--- src/rtl/bpred_pkg.sv ---
package bpred_pkg;

  typedef enum logic [1:0] {
    CNT_SNT = 2'b00,
    CNT_WNT = 2'b01,
    CNT_WT  = 2'b10,
    CNT_ST  = 2'b11
  } ctrState_t;

  // Strobes from control to datapath
  typedef struct packed {
    logic updateEn;
    logic mispredict;
    logic redirTaken;
  } bpStrobe_t;

  function automatic ctrState_t stepCounter(ctrState_t cur, logic taken);
    ctrState_t nxt;
    nxt = cur;
    if (taken) begin
      if (cur != CNT_ST) nxt = ctrState_t'(cur + 2'd1);
    end else begin
      if (cur != CNT_SNT) nxt = ctrState_t'(cur - 2'd1);
    end
    return nxt;
  endfunction

endpackage

--- src/rtl/bpred_control.sv ---
module bpred_control
  import bpred_pkg::*;
(
  input  logic      resValid,
  input  logic      resTaken,
  input  logic      resPredTaken,
  output bpStrobe_t strobes,
  output logic      flushIfId,
  output logic      flushIdEx,
  output logic      redirectValid
);

  logic wrongGuess;

  always_comb begin
    wrongGuess         = resValid && (resPredTaken != resTaken);
    strobes.updateEn   = resValid;
    strobes.mispredict = wrongGuess;
    strobes.redirTaken = resTaken;
    // Two younger stages hold wrong-path instructions
    flushIfId          = wrongGuess;
    flushIdEx          = wrongGuess;
    redirectValid      = wrongGuess;
  end

endmodule

--- src/rtl/bpred_datapath.sv ---
module bpred_datapath
  import bpred_pkg::*;
#(
  parameter int PC_W    = 32,
  parameter int ENTRIES = 64
) (
  input  logic            clk,
  input  logic            rstN,
  input  bpStrobe_t       strobes,
  input  logic [PC_W-1:0] fetchPc,
  input  logic [PC_W-1:0] fetchTarget,
  input  logic [PC_W-1:0] resPc,
  input  logic            resTaken,
  input  logic [PC_W-1:0] resTarget,
  output logic            predTaken,
  output logic [PC_W-1:0] predPc,
  output logic [PC_W-1:0] redirectPc
);

  localparam int IDX_W = $clog2(ENTRIES);
  localparam int IDX_LO = 2;
  localparam int IDX_HI = IDX_LO + IDX_W - 1;
  localparam logic [PC_W-1:0] INSTR_BYTES = PC_W'(4);

  ctrState_t ctrArr [ENTRIES];

  logic [IDX_W-1:0] fetchIdx;
  logic [IDX_W-1:0] updIdx;

  assign fetchIdx = fetchPc[IDX_HI:IDX_LO];
  assign updIdx   = resPc[IDX_HI:IDX_LO];

  for (genvar i = 0; i < ENTRIES; i++) begin : gEntry
    always_ff @(posedge clk or negedge rstN) begin
      if (!rstN) begin
        ctrArr[i] <= CNT_WNT;
      end else if (strobes.updateEn && (updIdx == IDX_W'(i))) begin
        ctrArr[i] <= stepCounter(ctrArr[i], resTaken);
      end
    end
  end

  ctrState_t fetchCtr;

  always_comb begin
    fetchCtr  = ctrArr[fetchIdx];
    predTaken = fetchCtr[1];
    predPc    = predTaken ? fetchTarget : (fetchPc + INSTR_BYTES);
    if (strobes.mispredict && strobes.redirTaken) begin
      redirectPc = resTarget;
    end else begin
      redirectPc = resPc + INSTR_BYTES;
    end
  end

endmodule

--- src/rtl/bpred_top.sv ---
module bpred_top
  import bpred_pkg::*;
#(
  parameter int PC_W    = 32,
  parameter int ENTRIES = 64
) (
  input  logic            clk,
  input  logic            rstN,
  input  logic [PC_W-1:0] fetchPc,
  input  logic [PC_W-1:0] fetchTarget,
  output logic            predTaken,
  output logic [PC_W-1:0] predPc,
  input  logic            resValid,
  input  logic [PC_W-1:0] resPc,
  input  logic            resTaken,
  input  logic [PC_W-1:0] resTarget,
  input  logic            resPredTaken,
  output logic            flushIfId,
  output logic            flushIdEx,
  output logic            redirectValid,
  output logic [PC_W-1:0] redirectPc
);

  bpStrobe_t strobes;

  bpred_control u_ctrl (
    .resValid     (resValid),
    .resTaken     (resTaken),
    .resPredTaken (resPredTaken),
    .strobes      (strobes),
    .flushIfId    (flushIfId),
    .flushIdEx    (flushIdEx),
    .redirectValid(redirectValid)
  );

  bpred_datapath #(.PC_W(PC_W), .ENTRIES(ENTRIES)) u_dp (
    .clk        (clk),
    .rstN       (rstN),
    .strobes    (strobes),
    .fetchPc    (fetchPc),
    .fetchTarget(fetchTarget),
    .resPc      (resPc),
    .resTaken   (resTaken),
    .resTarget  (resTarget),
    .predTaken  (predTaken),
    .predPc     (predPc),
    .redirectPc (redirectPc)
  );

endmodule

--- config.mk ---
export PLATFORM = sky130hd
export DESIGN_NAME = bpred_top
export DESIGN_NICKNAME = d
export VERILOG_FILES = /design/src/rtl/bpred_pkg.sv /design/src/rtl/bpred_control.sv /design/src/rtl/bpred_datapath.sv /design/src/rtl/bpred_top.sv
export SDC_FILE = /design/constraint.sdc
export NUM_CORES = 1
export LEC_CHECK = 0
export ABC_AREA = 1
export BUFFER_PORTS_ARGS = -buffer_cell sky130_fd_sc_hd__buf_2
export CORE_MARGIN = 1
export CORE_UTILIZATION = 50
export CTS_BUF_LIST = sky130_fd_sc_hd__clkbuf_4
export DETAILED_ROUTE_END_ITERATION = 16
export HOLD_SLACK_MARGIN = 0.06
export PLACE_DENSITY = 0.73
export SYNTH_ARGS = -nofsm -noshare
export SYNTH_HDL_FRONTEND = slang
export SYNTH_SLANG_ARGS = --single-unit
--- constraint.sdc ---
create_clock -name clk -period 2.2 [get_ports clk]
set_input_delay 0.22 -clock clk [delete_from_list [all_inputs] [get_ports clk]]
set_output_delay 0.22 -clock clk [all_outputs]
set_load 0.1 [all_outputs]
==> impl_results.md, run 1 <==
* First-pass DRT Iterations at 5
* Clk root buf: clkbuf_4
* Comb pwr share at 42.1%
* Maximum buffer depth of the clock tree at 2
* R2R Path End: u_dp.ctrArr[29]
* Seq/Total Area, Yosys at 34.2%
* Crit path kind: reg -> out
* PwrDens at 583 nW/µm²
* Initial drt markers at 914
* Vias in the first global route at 9910
* Detailed Place HPWL at 22.3 mm
* Horiz. Die Dim at 141 µm
* Avg Cell Area, Syn at 6.58 µm²
* RSZ-0062 raised after global routing: true
* FFs w/ async S/R, synth at 100%
* Failing checks: setup timing
* Slew margin rel. at 56.1%
* Worst-skew pair later-pin latency at 0.53 ns
* RePlAce Congestion at 0.961
* Full die area at 19800 µm²
* Final core occ at 70.0%
* Post-Synthesis Cell Area at 9610 µm²
* Cell depth of the worst flop-to-flop path at 4
* WL final at 30.8 mm
* # rows at 50
* Hold WC Path Type: in -> async
* TritonCTS Buffers at 17
* IO buf count at 200
* Predominant post-synthesis flop cell: dfstp_2
* PnR worst setup slack at -0.275 ns
* Register area at 3290 µm²
* Overflow left after global routing at 0
* Slew at the pin with the worst max-slew slack at 0.658 ns
* FF+latch count, synth at 128
* Core area at 18800 µm²
* Syn. warnings at 0
* Worst setup EP type: primary output
* Filler instances at 1537
* H-tree lvl count at 4
* Layout area overhead at 36.7%
* Wirelength per Cell at 15.8 µm
* Pre-CTS WS at 0.0429 ns
* Final setup violation count at 33
* ANT cells at 0
* Total Routing Usage GR at 30.2%
* Sw Share at 43.2%
* Most common cell after layout, fill and taps aside: nand2_1
* Synth top area share at 17.5%
* Reg-to-Reg Start: u_dp.ctrArr[29]
* Initial antenna violation count at 0
* Max cap viols at 0
* CP Launch Type: register
* Clock Skew at 0.00793 ns
* P_int at 4.35 mW
* Clock power share at 18.7%
* Cell variety after synth at 41
* Seq pwr share at 39.2%
* Largest net degree at the start of global routing at 77
* Outcome: finished, violations left
* Die Y at 141 µm
* Most frequent cells in the layout: 287 x nand2_1, 231 x o21ai_0, 170 x nor2_1
* Final worst path period need at 2.48 ns
* Final Max Tran Viols at 0
* EDFF count, synth at 0
* Final ANT Viol Nets at 0
* Fraction of layout cells with a size suffix above 1 at 29.9%
* Clock slew at reported path FFs at 0.12 ns
* Psw at 3.31 mW
* CTS tree: built
* Critical path peak fanout at 9
* Critical Path RT at 1.98 ns
* Average vias per placed instance at 5.60
* DRC viols at 0
* Sink Count at 128
* Post-synth top area cell: dfstp_2
* Regs by FF count: u_dp.ctrArr (128)
* Initial Utilization at 51.2%
* Pleak at 5.82 nW
* Ports at 201
* Critical Path AT at 2.26 ns
* Max FFs per register at 128
* Reg2Reg Setup Slack at 1.18 ns
* Max Clk Rate at 404 MHz
* Post-Synthesis Cells at 1460
* First-pass GRT wire length at 47.9 mm
* Nets at 1837
* Worst VDD drop at 0.527 mV
* Top post-synthesis cells by area: dfstp_2 18%, dfrtp_1 17%, nand2_1 13%
* Fin crit share at 113%
* Largest register by flop count: u_dp.ctrArr
* Via count at 10900
* Syn_nets at 1598
* Multi-input logic area at 5890 µm²
* Final Hold Violating Endpoints at 0
[synth_stat cells (2+ instances only)]
cell type,number
nor2_1,171
buf_4,8
nor2_2,4
inv_1,153
or2_0,2
ha_1,5
o21ai_1,3
clkinv_1,2
nand2_1,341
nor3_1,42
nor3_2,3
nand2_2,3
o2bb2ai_1,6
o211ai_1,27
dfstp_2,64
or2_2,2
a31oi_1,6
o22ai_1,21
nand3b_1,3
inv_2,4
xor2_1,32
clkbuf_1,26
nor2_8,2
xnor2_1,11
nand3_2,2
buf_6,7
nand3_1,121
buf_2,14
o21ai_0,244
nand4_1,13
o31ai_1,3
a21oi_1,42
nor2_4,2
dfrtp_1,64
[area by class of cell]
| type | instances | share of cell area, % |
|---|---|---|
| Timing Repair Buffer | 275 | 21.4 |
| Multi-Input combinational cell | 1117 | 44.8 |
| Sequential cell | 128 | 25.0 |
| Clock inverter | 15 | 0.858 |
| Inverter | 160 | 4.66 |
| Tap cell | 234 | 2.23 |
| Clock buffer | 17 | 0.972 |
[logic make-up after synthesis]
family | count (synthesis) | share of synthesized area (%)
flops | 128 | 34.2
xor+xnor | 43 | 3.92
buf+inv | 215 | 9.47
compound gates | 353 | 19.8
fa+ha+maj | 5 | 0.651
simple gates | 716 | 32.0
[worst max path at each step]
stage | startpoint | to | cells past startpoint
after floorplan | resTaken | redirectPc[10] | 6
after global placement | fetchPc[2] | predPc[14] | 16
after detailed placement | fetchPc[2] | predTaken | 12
after CTS | u_dp.ctrArr[29] | predPc[3] | 13
after global routing | u_dp.ctrArr[11] | predPc[21] | 13
final | u_dp.ctrArr[1] | predPc[11] | 13
[layer usage]
metal	wire, µm	vias to the layer above	track usage, %
met5	0	-	0
met4	850	0	10.9
met2	15000	436	50.5
met1	13000	5073	40.2
met3	1920	63	4.04
li1	-	5326	-
[stage by stage]
step / instances / instance area (µm²) / total power [mW] / TNS, ns / hold WS (ns)
2_1_floorplan: 1460 / 9810 / 4.88 / -0.519 / -0.0756
3_3_place_gp: 1880 / 12200 / 5.97 / 0 / 0.241
3_5_place_dp: 1880 / 12200 / 6.04 / 0 / 0.246
4_1_cts: 1928 / 12700 / 7.54 / -7.78 / 0.166
5_1_grt: 1946 / 13100 / 8.02 / -11.68 / 0.206
6_report: 1946 / 13100 / 7.65 / -7.36 / 0.200
[critical path, cell delays in order, from the launching register on]
cell	delay [ns]
dfrtp_1	0.41
inv_1	0.12
nand2_1	0.07
nand3_1	0.08
nand3_1	0.09
nand3_1	0.10
nand2_2	0.07
nand2_1	0.08
nand2_2	0.07
clkinv_4	0.09
buf_12	0.13
nand3_1	0.12
nand2_2	0.12
buf_12	0.17
[timing repair]
action                                 CTS  global route
endpoints found under the hold margin   39             0
resized for setup                       47            50
setup endpoints to repair               33            36
setup buffers                           14            11
hold buffers                             1             0
cloned                                   1             7
pin swaps                                0            22
[power by group through the flow]
stage / Combinational [mW] / Sequential, mW / Clock (mW)
final: 3.22 / 3.00 / 1.43
after global routing: 3.41 / 3.04 / 1.56
after CTS: 3.09 / 2.99 / 1.47
after detailed placement: 3.00 / 3.03 / 0
after global placement: 2.95 / 3.01 / 0
after floorplan: 1.91 / 2.97 / 0
Power figures use the tool's default switching activity.
==> run 2: changes to the inputs <==
--- a/config.mk
+++ b/config.mk
@@ -9,8 +9,8 @@
 export BUFFER_PORTS_ARGS = -buffer_cell sky130_fd_sc_hd__buf_2
 export CORE_MARGIN = 1
 export CORE_UTILIZATION = 50
-export CTS_BUF_LIST = sky130_fd_sc_hd__clkbuf_4
 export DETAILED_ROUTE_END_ITERATION = 16
+export GPL_TIMING_DRIVEN = 0
 export HOLD_SLACK_MARGIN = 0.06
 export PLACE_DENSITY = 0.73
 export SYNTH_ARGS = -nofsm -noshare
==> impl_results.md, run 2 (same netlist as run 1, synthesis figures left out) <==
* Hold WC Path Type: in -> reg
* First-pass DRT Iterations at 13 (+8)
* Hold path startpoint: resPc[6]
* CP bufs+invs at 4 (unchanged)
* Vias in the first global route at 10600 (+6.7%)
* Average vias per placed instance at 6.00 (+7.1%)
* First-pass GRT wire length at 54.0 mm (+13%)
* Failing checks: setup timing
* Largest register by flop count: u_dp.ctrArr
* Worst VDD drop at 0.653 mV (+24%)
* Core area at 18800 µm² (unchanged)
* Regs by FF count: u_dp.ctrArr (128)
* Worst setup EP type: primary output
* DRC viols at 0 (unchanged)
* Total Power at 9.22 mW (+21%)
* Max Clk Rate at 399 MHz (-1.2%)
* TritonCTS Buffers at 17 (unchanged)
* Sink Count at 128 (unchanged)
* Critical Path RT at 1.98 ns (about the same)
* Most frequent cells in the layout: 282 x nand2_1, 230 x o21ai_0, 168 x nor2_1
* Final Max Tran Viols at 0 (unchanged)
* Detailed Place HPWL at 23.5 mm (+5.1%)
* # rows at 50 (unchanged)
* CP Launch Type: register
* Clock slew at reported path FFs at 0.06 ns (-0.06 ns)
* Total Routing Usage GR at 35.2% (+4.9 points)
* Horiz. Die Dim at 141 µm (unchanged)
* Layout area overhead at 41.3%
* Fin crit share at 114% (+1.4 points)
* Critical Path Stages at 13 (unchanged)
* Final core occ at 72.3% (+2.4 points)
* Max FFs per register at 128 (unchanged)
* Die Y at 141 µm (unchanged)
* Via count at 11900 (+8.8%)
* Setup TNS at -7.31 ns (+0.0495 ns)
* RSZ-0062 raised after global routing: true
* Critical path cell sequence: inv_1 > nand2_1 > nand3_1 > nand3_1 > nand3_2 > nand2_2 > nand2_1 > nand2_2 > clkinv_4 > buf_6 > nand3_4 > nand2_4 > buf_12
* Clock Skew at 0.0146 ns (+0.00669 ns)
* PnR worst setup slack at -0.305 ns (-0.0301 ns)
* Reg-to-Reg Start: u_dp.ctrArr[6]
* Final setup violation count at 33 (unchanged)
* ANT cells at 0 (unchanged)
* Critical path peak fanout at 8 (-1)
* PwrDens at 679 nW/µm² (+17%)
* Slew at the pin with the worst max-slew slack at 0.731 ns (+0.0730 ns)
* Slowest stage delay, CP at 0.42 ns (about the same)
* Worst-skew pair later-pin latency at 0.43 ns (-0.10 ns)
* Most common cell after layout, fill and taps aside: nand2_1
* Initial drt markers at 1582 (+73%)
* Crit-path slowest cell: dfrtp_1
* Largest net degree at the start of global routing at 74 (-3.9%)
* IO buf count at 198 (-1.0%)
* Placed cell areas at 11100 µm² (-8.9%)
* Slew margin rel. at 51.3% (-4.8 points)
* Final instance area at 13600 µm² (+3.4%)
* H-tree lvl count at 4 (unchanged)
* Pleak at 6.00 nW (+3.1%)
* Ports at 201 (unchanged)
* Final ANT Viol Nets at 0 (unchanged)
* WHS at 0.260 ns (+0.0596 ns)
* Fraction of layout cells with a size suffix above 1 at 32.2% (+2.3 points)
* WL final at 38.5 mm (+25%)
* Final worst path period need at 2.51 ns (+0.0301 ns)
* Worst hold stages at 4
* Crit path kind: reg -> out
* Clk root buf: clkbuf_16
* Initial Utilization at 51.2% (unchanged)
* Wirelength per Cell at 19.5 µm (+23%)
* Nets at 1869 (+1.7%)
* Max cap viols at 0 (unchanged)
* CP delay by family, top: simple AND/OR/NAND/NOR gates
* Initial antenna violation count at 0 (unchanged)
* Cell depth of the worst flop-to-flop path at 3 (-1)
* Outcome: finished, violations left
* Overflow left after global routing at 0 (unchanged)
* Critical Path AT at 2.29 ns (+0.03 ns)
* Maximum buffer depth of the clock tree at 2 (unchanged)
* CTS tree: built
* RePlAce Congestion at 1.01 (+4.7%)
* Final Hold Violating Endpoints at 0 (unchanged)
* Full die area at 19800 µm² (unchanged)
* Critical Path Source: u_dp.ctrArr[15]
## run 2: changes by cell type in the layout (fill, tap and decap cells not counted), sizes merged
cell      previous run  this run
clkbuf              23        66
buf                268       260
clkinvlp             7         3
inv                161       156
bufinv               0         2
clkinv               7        11
## run 2: repair_timing
| item | in CTS | in global routing |
|---|---|---|
| pin swaps | 33 | 43 |
| endpoints found under the hold margin | 26 | 0 |
| hold buffers | 1 | 0 |
| gates cloned | 5 | 4 |
| setup endpoints to repair | 49 | 65 |
| resized for setup | 268 | 114 |
| buffers inserted | 29 | 14 |
## run 2: worst register-to-register path: stages, from the launching register on
cell      delay, ns
dfstp_2        0.56
o21ai_0        0.14
o211ai_1       0.17
o21ai_0        0.12
## run 2: where the power goes
| part | internal (mW) | switching [mW] | total (mW) |
|---|---|---|---|
| clock network | 1.71 | 1.17 | 2.88 |
| registers | 2.76 | 0.250 | 3.01 |
| logic | 1.06 | 2.27 | 3.34 |
| total | 5.53 | 3.69 | 9.22 |
## run 2: routing by layer
layer  share of wire, %  global-route usage (%)
met1                 38                    45.0
met2                 47                    57.7
met3                9.7                    6.66
met4                5.9                    16.4
met5                  0                       0
## run 2: final cells by class
| class | count | area [µm²] |
|---|---|---|
| buffer | 55 | 393 |
| clock buffer | 20 | 447 |
| clock inverter | 12 | 138 |
| fill | 1468 | 5190 |
| inverter | 160 | 614 |
| multi-input combinational | 1117 | 6280 |
| sequential | 128 | 3280 |
| tap | 234 | 293 |
| timing repair buffer | 252 | 2130 |
## run 2: path summary, 6_finish.rpt
check | endpoint | slack [ns]
max in group asynchronous | u_dp.ctrArr[36] | 1.09
worst min-delay path | u_dp.ctrArr[122] | 0.26
worst max register to register | u_dp.ctrArr[6] | 1.13
worst max-delay path | predPc[13] | -0.31
min in group asynchronous | u_dp.ctrArr[69] | 0.32
worst min register to register | u_dp.ctrArr[122] | 0.50
## run 2: metrics by stage
| stage | std cells | worst slack (ns) |
|---|---|---|
| 6_report | 1978 | -0.305 |
| 5_1_grt | 1978 | -0.419 |
| 4_1_cts | 1960 | -0.0996 |
| 3_5_place_dp | 1893 | -0.371 |
| 3_3_place_gp | 1892 | -0.852 |
| 2_1_floorplan | 1460 | -0.0642 |
==> run 3: changes to the inputs <==
==> constraint.sdc (replaced) <==
create_clock -name clk -period 2.2 [get_ports clk]
set_input_delay 0.33 -clock clk [delete_from_list [all_inputs] [get_ports clk]]
set_output_delay 0.33 -clock clk [all_outputs]
set_load 0.1 [all_outputs]
==> impl_results.md, run 3 (same netlist as run 1, synthesis figures left out) <==
* # rows at 50 (unchanged)
* First-pass DRT Iterations at 8 (-5)
* CTS tree: built
* First-pass GRT wire length at 54.9 mm (+1.8%)
* Largest net degree at the start of global routing at 67 (-9.5%)
* R2R Path End: u_dp.ctrArr[0]
* Max cap viols at 0 (unchanged)
* Vias in the first global route at 10900 (+3.2%)
* Overflow left after global routing at 0 (unchanged)
* Crit path kind: in -> out
* Critical Path AT at 2.25 ns (-0.04 ns)
* WL final at 39.1 mm (+1.6%)
* Final Max Tran Viols at 0 (unchanged)
* Final worst path period need at 2.58 ns (+0.0750 ns)
* Clock Skew at 0.00658 ns (-0.00805 ns)
* Reg-to-Reg Start: u_dp.ctrArr[0]
* Seq pwr share at 32.1% (-0.5 points)
* IO buf count at 198 (unchanged)
* Regs by FF count: u_dp.ctrArr (128)
* Slew at the pin with the worst max-slew slack at 0.768 ns (+0.0370 ns)
* Worst setup EP type: primary output
* H-tree lvl count at 4 (unchanged)
* Max FFs per register at 128 (unchanged)
* Worst VDD drop at 0.653 mV (about the same)
* Max Clk Rate at 388 MHz (-2.9%)
* RSZ-0062 raised after global routing: true
* Placed cells at 1893 (unchanged)
* RePlAce Congestion at 0.968 (-3.8%)
* Core area at 18800 µm² (unchanged)
* Sink Count at 128 (unchanged)
* Non-filler cells, final at 2009 (+1.6%)
* Initial drt markers at 1437 (-9.2%)
* Final Hold Violating Endpoints at 0 (unchanged)
* Most common cell after layout, fill and taps aside: nand2_1
* Comb pwr share at 36.6% (+0.4 points)
* Slew margin rel. at 48.8% (-2.5 points)
* Pleak at 6.26 nW (+4.4%)
* Failing checks: setup timing
* Clock slew at reported path FFs at 0.06 ns (about the same)
* Final ANT Viol Nets at 0 (unchanged)
* Fin crit share at 117% (+3.4 points)
* Detailed Place HPWL at 24.2 mm (+3.1%)
* Hold path startpoint: resPc[6]
* Ports at 201 (unchanged)
* P_int at 5.65 mW (+2.2%)
* Wirelength per Cell at 19.5 µm (about the same)
* Layout area overhead at 47.9%
* Critical Path Source: fetchPc[3]
* Horiz. Die Dim at 141 µm (unchanged)
* Nets at 1900 (+1.7%)
* Clock power share at 31.3% (about the same)
* ANT cells at 0 (unchanged)
* Final core occ at 75.7% (+3.4 points)
* Maximum buffer depth of the clock tree at 2 (unchanged)
* DRC viols at 0 (unchanged)
* Clk root buf: clkbuf_16
* WHS at 0.411 ns (+0.152 ns)
* Via count at 12100 (+2.1%)
* Initial Utilization at 51.2% (unchanged)
* Average vias per placed instance at 6.02 (+0.48%)
* Die Y at 141 µm (unchanged)
* Initial antenna violation count at 0 (unchanged)
* Cell depth of the worst flop-to-flop path at 3 (unchanged)
* PnR worst setup slack at -0.380 ns (-0.0750 ns)
* Fraction of layout cells with a size suffix above 1 at 36.6% (+4.4 points)
* Full die area at 19800 µm² (unchanged)
* Psw at 3.75 mW (+1.5%)
* Reg2Reg Setup Slack at 0.98 ns (-0.15 ns)
* Worst Setup EP: predPc[12]
* Critical Path RT at 1.87 ns (-0.11 ns)
* CP Launch Type: input pin
* TritonCTS Buffers at 17 (unchanged)
* Sw Share at 39.9% (-0.16 points)
* Outcome: finished, violations left
* Critical path peak fanout at 4 (-4)
* Total Routing Usage GR at 35.7% (+0.53 points)
* Worst-skew pair later-pin latency at 0.43 ns (about the same)
* Final setup violation count at 34 (+3.0%)
* PwrDens at 661 nW/µm² (-2.7%)
* Hold WC Path Type: in -> reg
* Most frequent cells in the layout: 272 x nand2_1, 230 x o21ai_0, 167 x nor2_1
* Largest register by flop count: u_dp.ctrArr
-- run 3: through the flow --
| step | instance area (µm²) | setup slack [ns] | setup TNS [ns] | total power, mW |
|---|---|---|---|---|
| after floorplan | 10100 | -0.145 | -0.394 | 4.96 |
| final | 14200 | -0.380 | -8.80 | 9.40 |
| after global placement | 11400 | -0.921 | -93.26 | 5.57 |
| after global routing | 14200 | -0.469 | -12.27 | 9.69 |
| after detailed placement | 11400 | -0.599 | -23.75 | 5.62 |
| after CTS | 13500 | -0.197 | -5.80 | 9.07 |
-- run 3: layout make-up --
type                       instances  area (µm²)
sequential                       128        3280
multi-input combinational       1117        6580
timing repair buffer             282        2410
fill                            1373        4550
clock buffer                      19         453
clock inverter                    13         149
timing repair inverter             1        7.51
inverter                         160         619
tap                              234         293
buffer                            55         423
-- run 3: how the worst min path moves through the flow --
stage	to	slack, ns	cells after the start
floorplan	u_dp.ctrArr[101]	0.03	0
global placement	u_dp.ctrArr[122]	0.49	2
detailed placement	u_dp.ctrArr[31]	0.36	1
CTS	u_dp.ctrArr[124]	0.38	4
global route	u_dp.ctrArr[122]	0.46	4
finish	u_dp.ctrArr[124]	0.41	4
-- run 3: power groups by stage --
stage               clock network (mW)  logic [mW]  registers [mW]
finish                            2.94        3.44            3.01
global route                      3.03        3.61            3.05
CTS                               2.93        3.15            2.99
detailed placement                   0        2.60            3.03
global placement                     0        2.55            3.01
floorplan                            0        1.99            2.97
-- run 3: critical path: stages --
cell,delay (ns)
buf_2,0.22
ha_4,0.19
nand3_1,0.14
nor2_2,0.22
nand2_1,0.17
xor2_1,0.53
nand3_4,0.16
nand2_4,0.12
buf_12,0.17
-- run 3: what timing repair did --
item / CTS / global route
setup endpoints to repair: 63 / 56
hold endpoints to repair: 32 / 0
hold buffers: 1 / 0
cloned: 7 / 4
resized for setup: 305 / 118
pin swaps: 54 / 44
setup buffers: 47 / 25
-- run 3: layer usage --
layer  GRT usage (%)  part of all wire, %  vias to the layer above
li1                -                    -                     5464
met1            44.9                   37                     5623
met2            59.5                   47                      822
met3            6.79                  9.8                      195
met4            16.5                  6.0                        0
met5               0                    0                        -
